--- src/rtl/can_stat_pkg.sv ---
package can_stat_pkg;

    localparam int STAT_W = 8;

    // Field order is the software-visible bit layout (MSB first).
    typedef struct packed {
        logic bus_off;
        logic err_warn;
        logic tx_act;
        logic rx_act;
        logic tx_done;
        logic tx_free;
        logic overrun;
        logic rx_full;
    } stat_t;

    localparam stat_t STAT_RESET = '{
        bus_off:  1'b0,
        err_warn: 1'b0,
        tx_act:   1'b0,
        rx_act:   1'b0,
        tx_done:  1'b1,
        tx_free:  1'b1,
        overrun:  1'b0,
        rx_full:  1'b0
    };

    typedef struct packed {
        logic tx_start;
        logic tx_end;
        logic tx_ok;
        logic rx_start;
        logic rx_end;
        logic rx_store;
        logic bus_off;
        logic bus_on;
    } engine_ev_t;

    typedef struct packed {
        logic tx_req;
        logic rx_release;
        logic clr_overrun;
    } cpu_cmd_t;

    function automatic logic [STAT_W-1:0] stat_to_byte(input stat_t s);
        return s;
    endfunction

endpackage

--- src/rtl/can_stat_txtrk.sv ---
module can_stat_txtrk (
    input  logic clk,
    input  logic rst,
    input  logic tx_req,
    input  logic tx_ok,
    output logic tx_done,
    output logic tx_free
);
    logic done_q, free_q;
    logic accept, finish;

    // A request is only taken while the buffer is released.
    assign accept = tx_req && free_q;
    assign finish = tx_ok && !free_q;

    always_ff @(posedge clk) begin
        if (rst) begin
            done_q <= 1'b1;
            free_q <= 1'b1;
        end else if (accept) begin
            done_q <= 1'b0;
            free_q <= 1'b0;
        end else if (finish) begin
            done_q <= 1'b1;
            free_q <= 1'b1;
        end
    end

    assign tx_done = done_q;
    assign tx_free = free_q;

    assert_req_locks_R7: assert property (@(posedge clk) disable iff (rst)
        (tx_req && free_q) |=> (!free_q && !done_q));

    assert_lock_holds_R8: assert property (@(posedge clk) disable iff (rst)
        (!free_q && !tx_ok) |=> !free_q);

    assert_done_only_free_R8: assert property (@(posedge clk) disable iff (rst)
        !(done_q && !free_q));

endmodule

--- src/rtl/can_stat_rxtrk.sv ---
module can_stat_rxtrk #(
    parameter int DEPTH = 2
) (
    input  logic clk,
    input  logic rst,
    input  logic store,
    input  logic release_buf,
    input  logic clr_overrun,
    output logic rx_full,
    output logic overrun
);
    localparam int CW = $clog2(DEPTH + 1);

    logic [CW-1:0] cnt_q, after_rel, cnt_n;
    logic          ovr_q, rel, take, drop;

    // Release is applied first, so it can make room for a store in the same cycle.
    assign rel       = release_buf && (cnt_q != '0);
    assign after_rel = cnt_q - CW'(rel);
    assign take      = store && (after_rel < CW'(DEPTH));
    assign drop      = store && !take;
    assign cnt_n     = after_rel + CW'(take);

    always_ff @(posedge clk) begin
        if (rst) begin
            cnt_q <= '0;
            ovr_q <= 1'b0;
        end else begin
            cnt_q <= cnt_n;
            if (drop)
                ovr_q <= 1'b1;
            else if (clr_overrun)
                ovr_q <= 1'b0;
        end
    end

    assign rx_full = (cnt_q != '0);
    assign overrun = ovr_q;

    assert_cnt_bound_R9: assert property (@(posedge clk) disable iff (rst)
        cnt_q <= CW'(DEPTH));

    assert_ovr_sticky_R11: assert property (@(posedge clk) disable iff (rst)
        (ovr_q && !clr_overrun) |=> ovr_q);

    assert_full_store_ovr_R11: assert property (@(posedge clk) disable iff (rst)
        (store && !release_buf && cnt_q == CW'(DEPTH)) |=> ovr_q);

endmodule

--- src/rtl/can_stat_link.sv ---
module can_stat_link #(
    parameter int CNT_W = 8,
    parameter int NCNT  = 2,
    parameter int WARN  = 96
) (
    input  logic                      clk,
    input  logic                      rst,
    input  can_stat_pkg::engine_ev_t  ev,
    input  logic [NCNT-1:0][CNT_W-1:0] cnt_vec,
    output logic                      bus_off,
    output logic                      err_warn,
    output logic                      tx_act,
    output logic                      rx_act
);
    logic [NCNT-1:0] hit;
    logic bus_q, err_q, tx_q, rx_q;

    for (genvar i = 0; i < NCNT; i++) begin : g_cmp
        assign hit[i] = (cnt_vec[i] >= CNT_W'(WARN));
    end

    always_ff @(posedge clk) begin
        if (rst) begin
            bus_q <= 1'b0;
            err_q <= 1'b0;
            tx_q  <= 1'b0;
            rx_q  <= 1'b0;
        end else begin
            err_q <= |hit;
            if (ev.bus_off)
                bus_q <= 1'b1;
            else if (ev.bus_on)
                bus_q <= 1'b0;
            if (ev.bus_off || ev.tx_end)
                tx_q <= 1'b0;
            else if (ev.tx_start)
                tx_q <= 1'b1;
            if (ev.bus_off || ev.rx_end)
                rx_q <= 1'b0;
            else if (ev.rx_start)
                rx_q <= 1'b1;
        end
    end

    assign bus_off  = bus_q;
    assign err_warn = err_q;
    assign tx_act   = tx_q;
    assign rx_act   = rx_q;

    assert_busoff_R4: assert property (@(posedge clk) disable iff (rst)
        ev.bus_off |=> (bus_q && !tx_q && !rx_q));

    assert_warn_R5: assert property (@(posedge clk) disable iff (rst)
        (cnt_vec[0] >= CNT_W'(WARN)) |=> err_q);

    assert_txact_R6: assert property (@(posedge clk) disable iff (rst)
        (ev.tx_start && !ev.tx_end && !ev.bus_off) |=> tx_q);

endmodule

--- src/rtl/can_stat_reg.sv ---
module can_stat_reg #(
    parameter int          ADDR_W      = 4,
    parameter logic [3:0]  STAT_ADDR   = 4'h6,
    parameter int          CNT_W       = 8,
    parameter int          WARN_LIMIT  = 96,
    parameter int          RX_DEPTH    = 2
) (
    input  logic              clk,
    input  logic              rst,
    input  logic              ev_tx_start,
    input  logic              ev_tx_end,
    input  logic              ev_tx_ok,
    input  logic              ev_rx_start,
    input  logic              ev_rx_end,
    input  logic              ev_rx_store,
    input  logic              ev_bus_off,
    input  logic              ev_bus_on,
    input  logic [CNT_W-1:0]  tx_err_cnt,
    input  logic [CNT_W-1:0]  rx_err_cnt,
    input  logic              cmd_tx_req,
    input  logic              cmd_rx_release,
    input  logic              cmd_clr_overrun,
    input  logic [ADDR_W-1:0] cpu_addr,
    input  logic              cpu_rd,
    input  logic              cpu_wr,
    input  logic [7:0]        cpu_wdata,
    output logic [7:0]        cpu_rdata
);
    import can_stat_pkg::*;

    localparam int NCNT = 2;

    engine_ev_t                  ev;
    cpu_cmd_t                    cmd;
    logic [NCNT-1:0][CNT_W-1:0]  cnts;
    stat_t                       stat;
    logic [7:0]                  rdata_q;
    logic                        hit_addr;

    // The word has no writable field; write strobes are absorbed here.
    logic unused_wr_path;
    assign unused_wr_path = ^{cpu_wr, cpu_wdata};

    assign ev = '{tx_start: ev_tx_start, tx_end: ev_tx_end, tx_ok: ev_tx_ok,
                  rx_start: ev_rx_start, rx_end: ev_rx_end, rx_store: ev_rx_store,
                  bus_off: ev_bus_off, bus_on: ev_bus_on};
    assign cmd = '{tx_req: cmd_tx_req, rx_release: cmd_rx_release,
                   clr_overrun: cmd_clr_overrun};
    assign cnts = {rx_err_cnt, tx_err_cnt};

    can_stat_link #(
        .CNT_W (CNT_W),
        .NCNT  (NCNT),
        .WARN  (WARN_LIMIT)
    ) u_link (
        .clk      (clk),
        .rst      (rst),
        .ev       (ev),
        .cnt_vec  (cnts),
        .bus_off  (stat.bus_off),
        .err_warn (stat.err_warn),
        .tx_act   (stat.tx_act),
        .rx_act   (stat.rx_act)
    );

    can_stat_txtrk u_tx (
        .clk     (clk),
        .rst     (rst),
        .tx_req  (cmd.tx_req),
        .tx_ok   (ev.tx_ok),
        .tx_done (stat.tx_done),
        .tx_free (stat.tx_free)
    );

    can_stat_rxtrk #(
        .DEPTH (RX_DEPTH)
    ) u_rx (
        .clk         (clk),
        .rst         (rst),
        .store       (ev.rx_store),
        .release_buf (cmd.rx_release),
        .clr_overrun (cmd.clr_overrun),
        .rx_full     (stat.rx_full),
        .overrun     (stat.overrun)
    );

    assign hit_addr = (cpu_addr == ADDR_W'(STAT_ADDR));

    always_ff @(posedge clk) begin
        if (rst)
            rdata_q <= 8'h00;
        else if (cpu_rd && hit_addr)
            rdata_q <= stat_to_byte(stat);
        else
            rdata_q <= 8'h00;
    end

    assign cpu_rdata = rdata_q;

    assert_other_read_zero_R3: assert property (@(posedge clk) disable iff (rst)
        (!cpu_rd || !hit_addr) |=> (cpu_rdata == 8'h00));

    assert_read_layout_R2: assert property (@(posedge clk) disable iff (rst)
        (cpu_rd && hit_addr) |=> (cpu_rdata[3] == $past(stat.tx_done) &&
                                  cpu_rdata[0] == $past(stat.rx_full)));

endmodule

--- config.mk ---
export PLATFORM = sky130hd
export DESIGN_NAME = can_stat_reg
export DESIGN_NICKNAME = d
export VERILOG_FILES = /design/src/rtl/can_stat_pkg.sv /design/src/rtl/can_stat_txtrk.sv /design/src/rtl/can_stat_rxtrk.sv /design/src/rtl/can_stat_link.sv /design/src/rtl/can_stat_reg.sv
export SDC_FILE = /design/constraint.sdc
export NUM_CORES = 1
export LEC_CHECK = 0
export ABC_AREA = 1
export BUFFER_PORTS_ARGS = -buffer_cell sky130_fd_sc_hd__buf_2
export CORE_MARGIN = 2
export CORE_UTILIZATION = 35
export DETAILED_ROUTE_END_ITERATION = 12
export GPL_TIMING_DRIVEN = 0
export PLACE_DENSITY_LB_ADDON = 0.25
export SYNTH_ARGS = -nofsm -noshare
export SYNTH_HDL_FRONTEND = slang
export SYNTH_SLANG_ARGS = --single-unit
--- constraint.sdc ---
create_clock -name clk -period 1.7 [get_ports clk]
set_input_delay 0.255 -clock clk [delete_from_list [all_inputs] [get_ports clk]]
set_output_delay 0.255 -clock clk [all_outputs]
set_load 0.01 [all_outputs]
======== Word level (Yosys, flattened, before mapping) ========
Cells that the tools add are included.
word-level totals
  register bits after elaboration ......... 16
  bits in writable memories ............... 0
  output and inout port bits .............. 8
  bits in latches ......................... 0
  bits of input ports ..................... 43
  logic and storage cells ................. 39
  memories ................................ 0
  bits in read-only memories .............. 0
cells by class
  div/mod/pow operators ................... 0
  order comparisons ....................... 3
  reduce and logical (&&, ||, !) cells .... 18
  shift-type cells ........................ 0
  muxes and demuxes ....................... 6
  bitwise operators ....................... 1
  $add $sub $neg .......................... 2
  $mul .................................... 0
  equal/unequal tests ..................... 1
operators with widths
  kind                number
  $ge 8x7->1 const B  2
  $reduce_bool 2->1   4
  $reduce_or 2->1     4
  $logic_and 1x1->1   6
  $mux 1              6
  $eq 4x3->1 const B  1
  $add 2x1->2         1
  $logic_not 1->1     2
  $logic_or 1x1->1    2
  $lt 2x2->1 const B  1
  $sub 2x1->2         1
  $not 1->1           1

======== Logic depth before layout (Yosys ltp) ========
Gate-level depths: netlist (run 1).
  depth in word-level cells ............... 8
  mapped depth ............................ 11

======== Cells and area by module ========
A second synthesis (run 1) with hierarchy kept.
unflattened totals
  cells, all modules ...................... 87
  area, all modules ....................... 659.4 um2
by module, submodules not included
  module          cells each  instances  seq. area each (um2)  area an instance (um2)
  can_stat_reg    30          1          160.2                 254.0
  can_stat_rxtrk  29          1          60.1                  188.9
  can_stat_link   20          1          80.1                  157.7
  can_stat_txtrk  8           1          20.0                  58.8

======== Worst setup path before layout (run 1) ========
OpenSTA, ideal clock, no wires.
  kind .................................... register -> register
  from .................................... reg u_rx.cnt_q[1]
  to ...................................... reg u_rx.cnt_q[0]
  path slack .............................. 365 ps
  buffers on the path ..................... 0
  setup time .............................. 109 ps
  arrival time ............................ 1,225 ps
  period minus slack after synthesis ...... 1,335 ps
  cell stages (with the launch flop) ...... 11
  cell sequence ........................... dfxtp_1 nor2_1 nor2_1 ha_1 inv_1 nand2_1 nand2_1 nor2_1 ha_1 inv_1 nor2_1
on the way
  word-level cells in the longest chain between the ends .. 6
ends and longest elaborated chain
  what                    RTL line              text
  from (decl)             can_stat_rxtrk.sv:14  logic [CW-1:0] cnt_q, after_rel, cnt_n;
  from (signal assigned)  can_stat_rxtrk.sv:29  cnt_q <= cnt_n;
  $reduce_bool 2->1       can_stat_rxtrk.sv:18  assign rel = release_buf && (cnt_q != '0);
  $logic_and 1x1->1       can_stat_rxtrk.sv:18
  $sub 2x1->2 *           can_stat_rxtrk.sv:19  assign after_rel = cnt_q - CW'(rel);
  $lt 2x2->1              can_stat_rxtrk.sv:20  assign take = store && (after_rel < CW'(DEPTH));
  $logic_and 1x1->1       can_stat_rxtrk.sv:20
  $add 2x1->2 *           can_stat_rxtrk.sv:22  assign cnt_n = after_rel + CW'(take);
  via u_rx.cnt_n[0]       can_stat_rxtrk.sv:14
The timed path passes the listed nets; every way through them passes the cells marked *.
A chain may end at the register's enable or synchronous reset.

======== Final worst setup path (run 1) ========
  from .................................... reg u_rx.cnt_q[1]
  to ...................................... reg u_rx.cnt_q[1]
on the way
  word-level cells in the longest chain between the ends .. 6
ends and longest elaborated chain
  what               RTL line
  $reduce_bool 2->1  can_stat_rxtrk.sv:18
  $logic_and 1x1->1  can_stat_rxtrk.sv:18
  $sub 2x1->2 *      can_stat_rxtrk.sv:19
  $lt 2x2->1         can_stat_rxtrk.sv:20
  $logic_and 1x1->1  can_stat_rxtrk.sv:20
  $add 2x1->2 *      can_stat_rxtrk.sv:22
Every way passes the cells marked *; elsewhere a longest branch is shown, timed or not.

==> flow_metrics.py, run 1 <==
metrics = {
    "floorplanning": {
        "io-pin-count": 51,
        "die_h_microns": 44.7,
        "rows": 14,
        "core_sq_mm": 0.00152,
        "initial_utilization_pct": 38.0,
        "die_x_microns": 44.7,
        "dieArea_sq_mm": 0.00200,
    },
    "synth": {
        "ys_seq_elements": 15,
        "seq_area_frac_synth_pct": 51.8,
        "yosys-top-cells-area": "dfxtp_1, nor2_1, inv_1",
        "synth_top_area_share_pct": 51.8,
        "synth_common_cells": "nor2_1, dfxtp_1, inv_1, nand2_1, a21oi_1",
        "synth_edf_count": 0,
        "yosysTopAreaCell": "dfxtp_1",
        "ys.flop_type": "dfxtp_1",
        "ys_warn_count": 0,
        "synthArstFlopShare_pct": 0,
        "synth_most_common_cell": "nor2_1",
        "syn_area_sq_um": 579,
        "syn_nets": 119,
        "yosysUniqueCellTypes": 14,
        "syn_avg_cell_area_sq_um": 7.83,
        "syn_inst": 74,
    },
    "timing": {
        "period_needed_ps": 1420,
        "fin_skew_ps": 2.65,
        "worst_pin_slew_ps": 176,
        "setup_tns_ps": 0,
        "finalHoldViolations": 0,
        "fin_hold_ws_ps": 123,
        "fmax_mhz": 705,
        "rsz0062_at_grt": "no",
        "maxSlewViolCount": 0,
        "setup_viol": 0,
        "min_period_over_period_pct": 83.5,
        "max-slew-margin-rel_pct": 88.2,
    },
    "critical_path": {
        "critPathLaunch": "u_rx.cnt_q[1]",
        "slowest_stage": "dfxtp_2",
        "cp.depth": 11,
        "critPathCapture": "u_rx.cnt_q[1]",
        "r2r_start": "u_rx.cnt_q[1]",
        "crit_required_ps": 1920,
        "path_class": "reg2reg",
        "crit_family": "simple AND/OR/NAND/NOR gates",
        "max_stage_delay_ps": 340,
        "critPathArrivalTime_ps": 1640,
        "critical_path.cell_chain": "nor2_1 -> nor2_1 -> ha_1 -> inv_1 -> nand2_1 -> nand2_1 -> nor2_1 -> ha_1 -> nand3_1 -> nand2_1 -> nor2_1",
        "critPathCaptureType": "flip-flop",
        "rr_worst_depth": 11,
        "cp_common_cell": "nor2_1",
        "worstPathMaxFanout": 4,
        "reg2reg_slack_ps": 280,
        "start_kind": "flip-flop",
        "critPathBufInv": 1,
        "timing.rr.end": "u_rx.cnt_q[1]",
    },
    "detailed_routing": {
        "wl_per_cell_microns": 7.69,
        "wl_microns": 961,
        "drtIter0Drc": 2,
        "ant_nets": 0,
        "dr.pass1.iters": 2,
        "drc": 0,
        "via_per_inst": 4.04,
        "via_count": 505,
    },
    "grt": {
        "first_global_vias": 432,
        "grt-ovfl-total": 0,
        "met2_usage_pct": 18.0,
        "grtUsageMet3_pct": 7.35,
        "grt_busiest_layer": "met2",
        "antenna_found_initial": 0,
        "grt_use_met1_pct": 12.4,
        "grtUsageTotal_pct": 11.1,
        "grt_pass1_wl_microns": 1570,
        "grt_max_degree": 10,
    },
    "pwr": {
        "power.leakage_nw": 0.438,
        "peakVddDrop_mv": 0.544,
        "cellPowerDensity_mw_per_mm2": 989,
    },
    "placed_design": {
        "dp_hpwl_microns": 807,
        "numPortBuffers": 31,
        "place.gp.congestion": 0.639,
    },
    "final_layout": {
        "fin_nets": 155,
        "syn2layout_area_growth_pct": 35.2,
        "diodes": 0,
        "drive_above_1_share_pct": 36.7,
        "fill_cells": 145,
    },
    "clock_tree": {
        "htree_levels": 1,
        "cts_made_buffers": 3,
        "cts.repair_timing.setup_buffer_count": 0,
        "clockRootBuffer": "clkbuf_4",
        "worstSkewPairLatency_ps": 280,
        "clkSinkCount": 15,
        "clk_pin_slew_worst_paths_ps": 90,
        "cts_buffer_depth": 2,
        "tritoncts": "yes",
    },
    "run": {
        "maxCapViolCount": 0,
    },
    "worst_hold_path": {
        "hp-start": "ev_rx_end",
        "hold_path.class": "in2reg",
    },
    "outcome": {
        "outcome": "completed",
    },
}
[through the flow]
step	power, mW	util, %	cells	worst slack (ps)	instance area [sq um]
after global routing	0.840	51.4	125	54.0	783
after CTS	0.786	51.3	125	247	782
after floorplan	0.528	-	74	365	579
after detailed placement	0.584	49.5	121	266	754
after global placement	0.578	49.5	121	277	754
final	0.775	51.4	125	281	783
[what timing repair did]
| item | in CTS | in global routing |
|---|---|---|
| hold buffers | 0 | 0 |
| gates resized for setup | 0 | 1 |
| endpoints found under the setup margin | 0 | 1 |
[cell usage in the layout (no fill, tap or decap)]
cell / count
inv_1: 15
nand4_4: 1
nor3_1: 2
buf_4: 1
ha_1: 2
nor2_2: 1
dfxtp_1: 14
nand2_1: 8
buf_2: 31
clkinv_2: 1
nand3_1: 2
a21oi_1: 4
nor2_1: 19
inv_2: 1
o21ai_0: 1
dfxtp_2: 1
or2_1: 2
clkbuf_4: 3
[power breakdown]
| group | internal, mW | leakage, nW | switching (mW) | total, mW |
|---|---|---|---|---|
| Sequential | 0.383 | 0.123 | 0.0147 | 0.397 |
| Clock | 0.0873 | 0.0177 | 0.112 | 0.199 |
| Combinational | 0.0795 | 0.297 | 0.0987 | 0.178 |
| Total | 0.549 | 0.438 | 0.225 | 0.775 |
[per-layer routing]
| metal | wire, microns | vias to the layer above |
|---|---|---|
| li1 | - | 288 |
| met1 | 409 | 195 |
| met2 | 451 | 22 |
| met3 | 101 | 0 |
| met4 | 0 | 0 |
| met5 | 0 | - |
[how the worst min path moves through the flow]
| stage | endpoint | slack [ps] | cells past startpoint |
|---|---|---|---|
| after floorplan | u_rx.overrun | 320 | 1 |
| after global placement | cpu_rdata[6] | 410 | 2 |
| after detailed placement | cpu_rdata[6] | 400 | 2 |
| after CTS | u_link.rx_act | 110 | 2 |
| after global routing | u_link.rx_act | 100 | 2 |
| final | u_link.rx_act | 120 | 2 |
[worst reg2reg max path: cells and delay by family, from the launching register on]
kind	cells	cell delay, ps
and+or+nand+nor	8	570
adders and majority gates	2	380
DFF	1	340
buffers and inverters	1	70
[cell type report]
cell class | instances | area, sq um | area share, %
repair buffers | 31 | 155 | 19.8
multi-input cells | 42 | 211 | 27.0
plain buffers | 1 | 7.51 | 0.958
clock buffers | 3 | 22.5 | 2.88
inverters | 16 | 60.1 | 7.67
flip-flops and latches | 15 | 302 | 38.5
clock inverters | 1 | 5.00 | 0.639
well taps | 16 | 20.0 | 2.56
[kinds of logic after synthesis]
kind of cell / Yosys count / share of synthesized area [%]
AOI/OAI and AO/OA: 5 / 4.32
DFF: 15 / 51.8
buffers and inverters: 17 / 11.7
and+or+nand+nor: 35 / 27.9
adders and majority gates: 2 / 4.32
[flip-flops by register name, indices dropped and copies added, names as in the netlist]
name	cells
u_link.tx_act	1
u_rx.cnt_q	2
u_link.bus_off	1
u_link.rx_act	1
cpu_rdata	7
u_tx.tx_free	1
u_link.err_warn	1
u_rx.overrun	1
(Power assumes the default switching activity.)
==> run 2: changes to the inputs <==
- clock period: 1.7 -> 1.4 ns (I/O delays scaled with it)
==> run 2 against run 1 <==
Compared with the run above: the run now ends with negative setup slack left; final area rose by 4.6%; power rose by 33%; maximum frequency rose by 0.45%; clock power rose by 24%; sequential power rose by 23%; wire length rose by 9.5%; combinational power rose by 64%; register-to-register slack got worse by 290 ps; setup slack got worse by 290 ps.
==> flow_metrics.py, run 2 (synthesis gave the netlist of run 1 again) <==
metrics = {
    "critical_path": {
        "critical_path.cell_chain": "nor2_4 -> nor2_2 -> ha_2 -> inv_2 -> nand2_2 -> nand2_2 -> nor2_2 -> ha_2 -> inv_2 -> nor2_1",
        "timing.rr.end": "u_rx.cnt_q[0]",
        "r2r_start": "u_rx.cnt_q[0]",
        "crit_family": "adder cells",
        "critPathLaunch": "u_rx.cnt_q[0]",
        "critPathArrivalTime_ps": 1600,
        "worstPathMaxFanout": 3,
        "reg2reg_slack_ps": -10,
        "start_kind": "flip-flop",
        "critPathCaptureType": "flip-flop",
        "critPathBufInv": 2,
        "path_class": "reg2reg",
        "cp.depth": 10,
        "rr_worst_depth": 10,
        "max_stage_delay_ps": 360,
        "critPathCapture": "u_rx.cnt_q[0]",
        "crit_required_ps": 1590,
        "slowest_stage": "dfxtp_2",
    },
    "placed_design": {
        "dp_cells": 121,
        "dpl_cell_area_sq_um": 754,
        "place.gp.congestion": 0.639,
        "dp_hpwl_microns": 807,
        "numPortBuffers": 31,
    },
    "detailed_routing": {
        "ant_nets": 0,
        "via_per_inst": 4.19,
        "drc": 0,
        "dr.pass1.iters": 1,
        "via_count": 528,
        "wl_microns": 1050,
        "wl_per_cell_microns": 8.35,
        "drtIter0Drc": 0,
    },
    "clock_tree": {
        "htree_levels": 1,
        "postCtsHoldBufs": 0,
        "clkSinkCount": 15,
        "cts_buffer_depth": 2,
        "tritoncts": "yes",
        "clk_pin_slew_worst_paths_ps": 90,
        "cts_made_buffers": 3,
        "worstSkewPairLatency_ps": 280,
        "clockRootBuffer": "clkbuf_4",
    },
    "final_layout": {
        "most-common-layout-cells": "buf_2, nor2_1, inv_1, dfxtp_1, nand2_1",
        "fin_area_sq_um": 820,
        "final_cells": 126,
        "largest_reg_flops": 7,
        "final_common_cell": "buf_2",
        "drive_above_1_share_pct": 47.3,
        "fin_nets": 156,
        "diodes": 0,
        "syn2layout_area_growth_pct": 41.5,
    },
    "timing": {
        "min_period_over_period_pct": 101,
        "fmax_mhz": 708,
        "max-slew-margin-rel_pct": 88.3,
        "fin_skew_ps": 6.51,
        "setup_viol": 2,
        "period_needed_ps": 1410,
        "maxSlewViolCount": 0,
        "fin_hold_ws_ps": 72.5,
        "finalHoldViolations": 0,
        "worst_pin_slew_ps": 174,
        "rsz0062_at_grt": "yes",
        "postLayoutSetupSlackWorst_ps": -12.3,
    },
    "outcome": {
        "violations": "negative setup slack",
        "outcome": "finished with violations",
    },
    "floorplanning": {
        "die_x_microns": 44.7,
        "die_h_microns": 44.7,
        "rows": 14,
        "core_sq_mm": 0.00152,
        "initial_utilization_pct": 38.0,
        "io-pin-count": 51,
        "dieArea_sq_mm": 0.00200,
    },
    "pwr": {
        "total_power_mw": 1.03,
        "power_frac_comb_pct": 28.3,
        "switchingPower_uw": 319,
        "peakVddDrop_mv": 0.664,
        "internal-power_uw": 710,
        "p_sw_share_pct": 31.0,
        "power.leakage_nw": 0.442,
        "clock_power_share_pct": 24.0,
        "p_seq_share_pct": 47.6,
        "cellPowerDensity_mw_per_mm2": 1260,
    },
    "grt": {
        "grt-ovfl-total": 0,
        "grtUsageTotal_pct": 11.1,
        "grt_pass1_wl_microns": 1570,
        "grt_max_degree": 10,
        "first_global_vias": 432,
        "antenna_found_initial": 0,
    },
    "worst_hold_path": {
        "hp-start": "ev_rx_end",
        "hold_path.class": "in2reg",
    },
    "run": {
        "maxCapViolCount": 0,
    },
}
## run 2: metal layers
metal  track usage, %  up-vias  part of all wire (%)
li1                 -      293                     -
met1             12.4      213                    41
met2             18.0       22                    50
met3             7.35        0                   9.6
met4             1.82        0                     0
met5                0        -                     0
## run 2: timing repair
item,4_1_cts,5_1_grt
setup endpoints to repair,2,2
setup buffers,0,1
pin swaps,0,9
cloned,0,0
gates resized for setup,3,10
## run 2: final cells by class
cell class	count	area [sq um]
flip-flops and latches	15	303
well taps	16	20.0
inverters	16	60.1
clock buffers	3	22.5
plain buffers	1	7.51
clock inverters	1	5.00
repair buffers	32	163
multi-input cells	42	239
fillers	144	704
## run 2: worst min-delay path by stage
stage	depth (start not counted)	to	slack [ps]
2_1_floorplan	1	u_rx.overrun	280
3_3_place_gp	2	u_link.rx_act	380
3_5_place_dp	2	u_link.rx_act	380
4_1_cts	2	u_link.rx_act	70
5_1_grt	2	u_link.rx_act	60
6_report	2	u_link.rx_act	70
## run 2: power by group through the flow
stage	Combinational, mW	Sequential, mW	Clock, mW
detailed placement	0.220	0.490	0
global placement	0.212	0.490	0
global route	0.333	0.494	0.272
floorplan	0.153	0.488	0
finish	0.292	0.490	0.247
CTS	0.226	0.485	0.254
## run 2: through the flow
stage	util (%)	setup WS, ps	TNS (ps)
floorplan	-	65.3	0
global route	53.8	-121	-207
CTS	51.7	2.72	0
finish	53.8	-12.3	-18.4
global placement	49.5	-23.2	-43.6
detailed placement	49.5	-34.1	-56.2
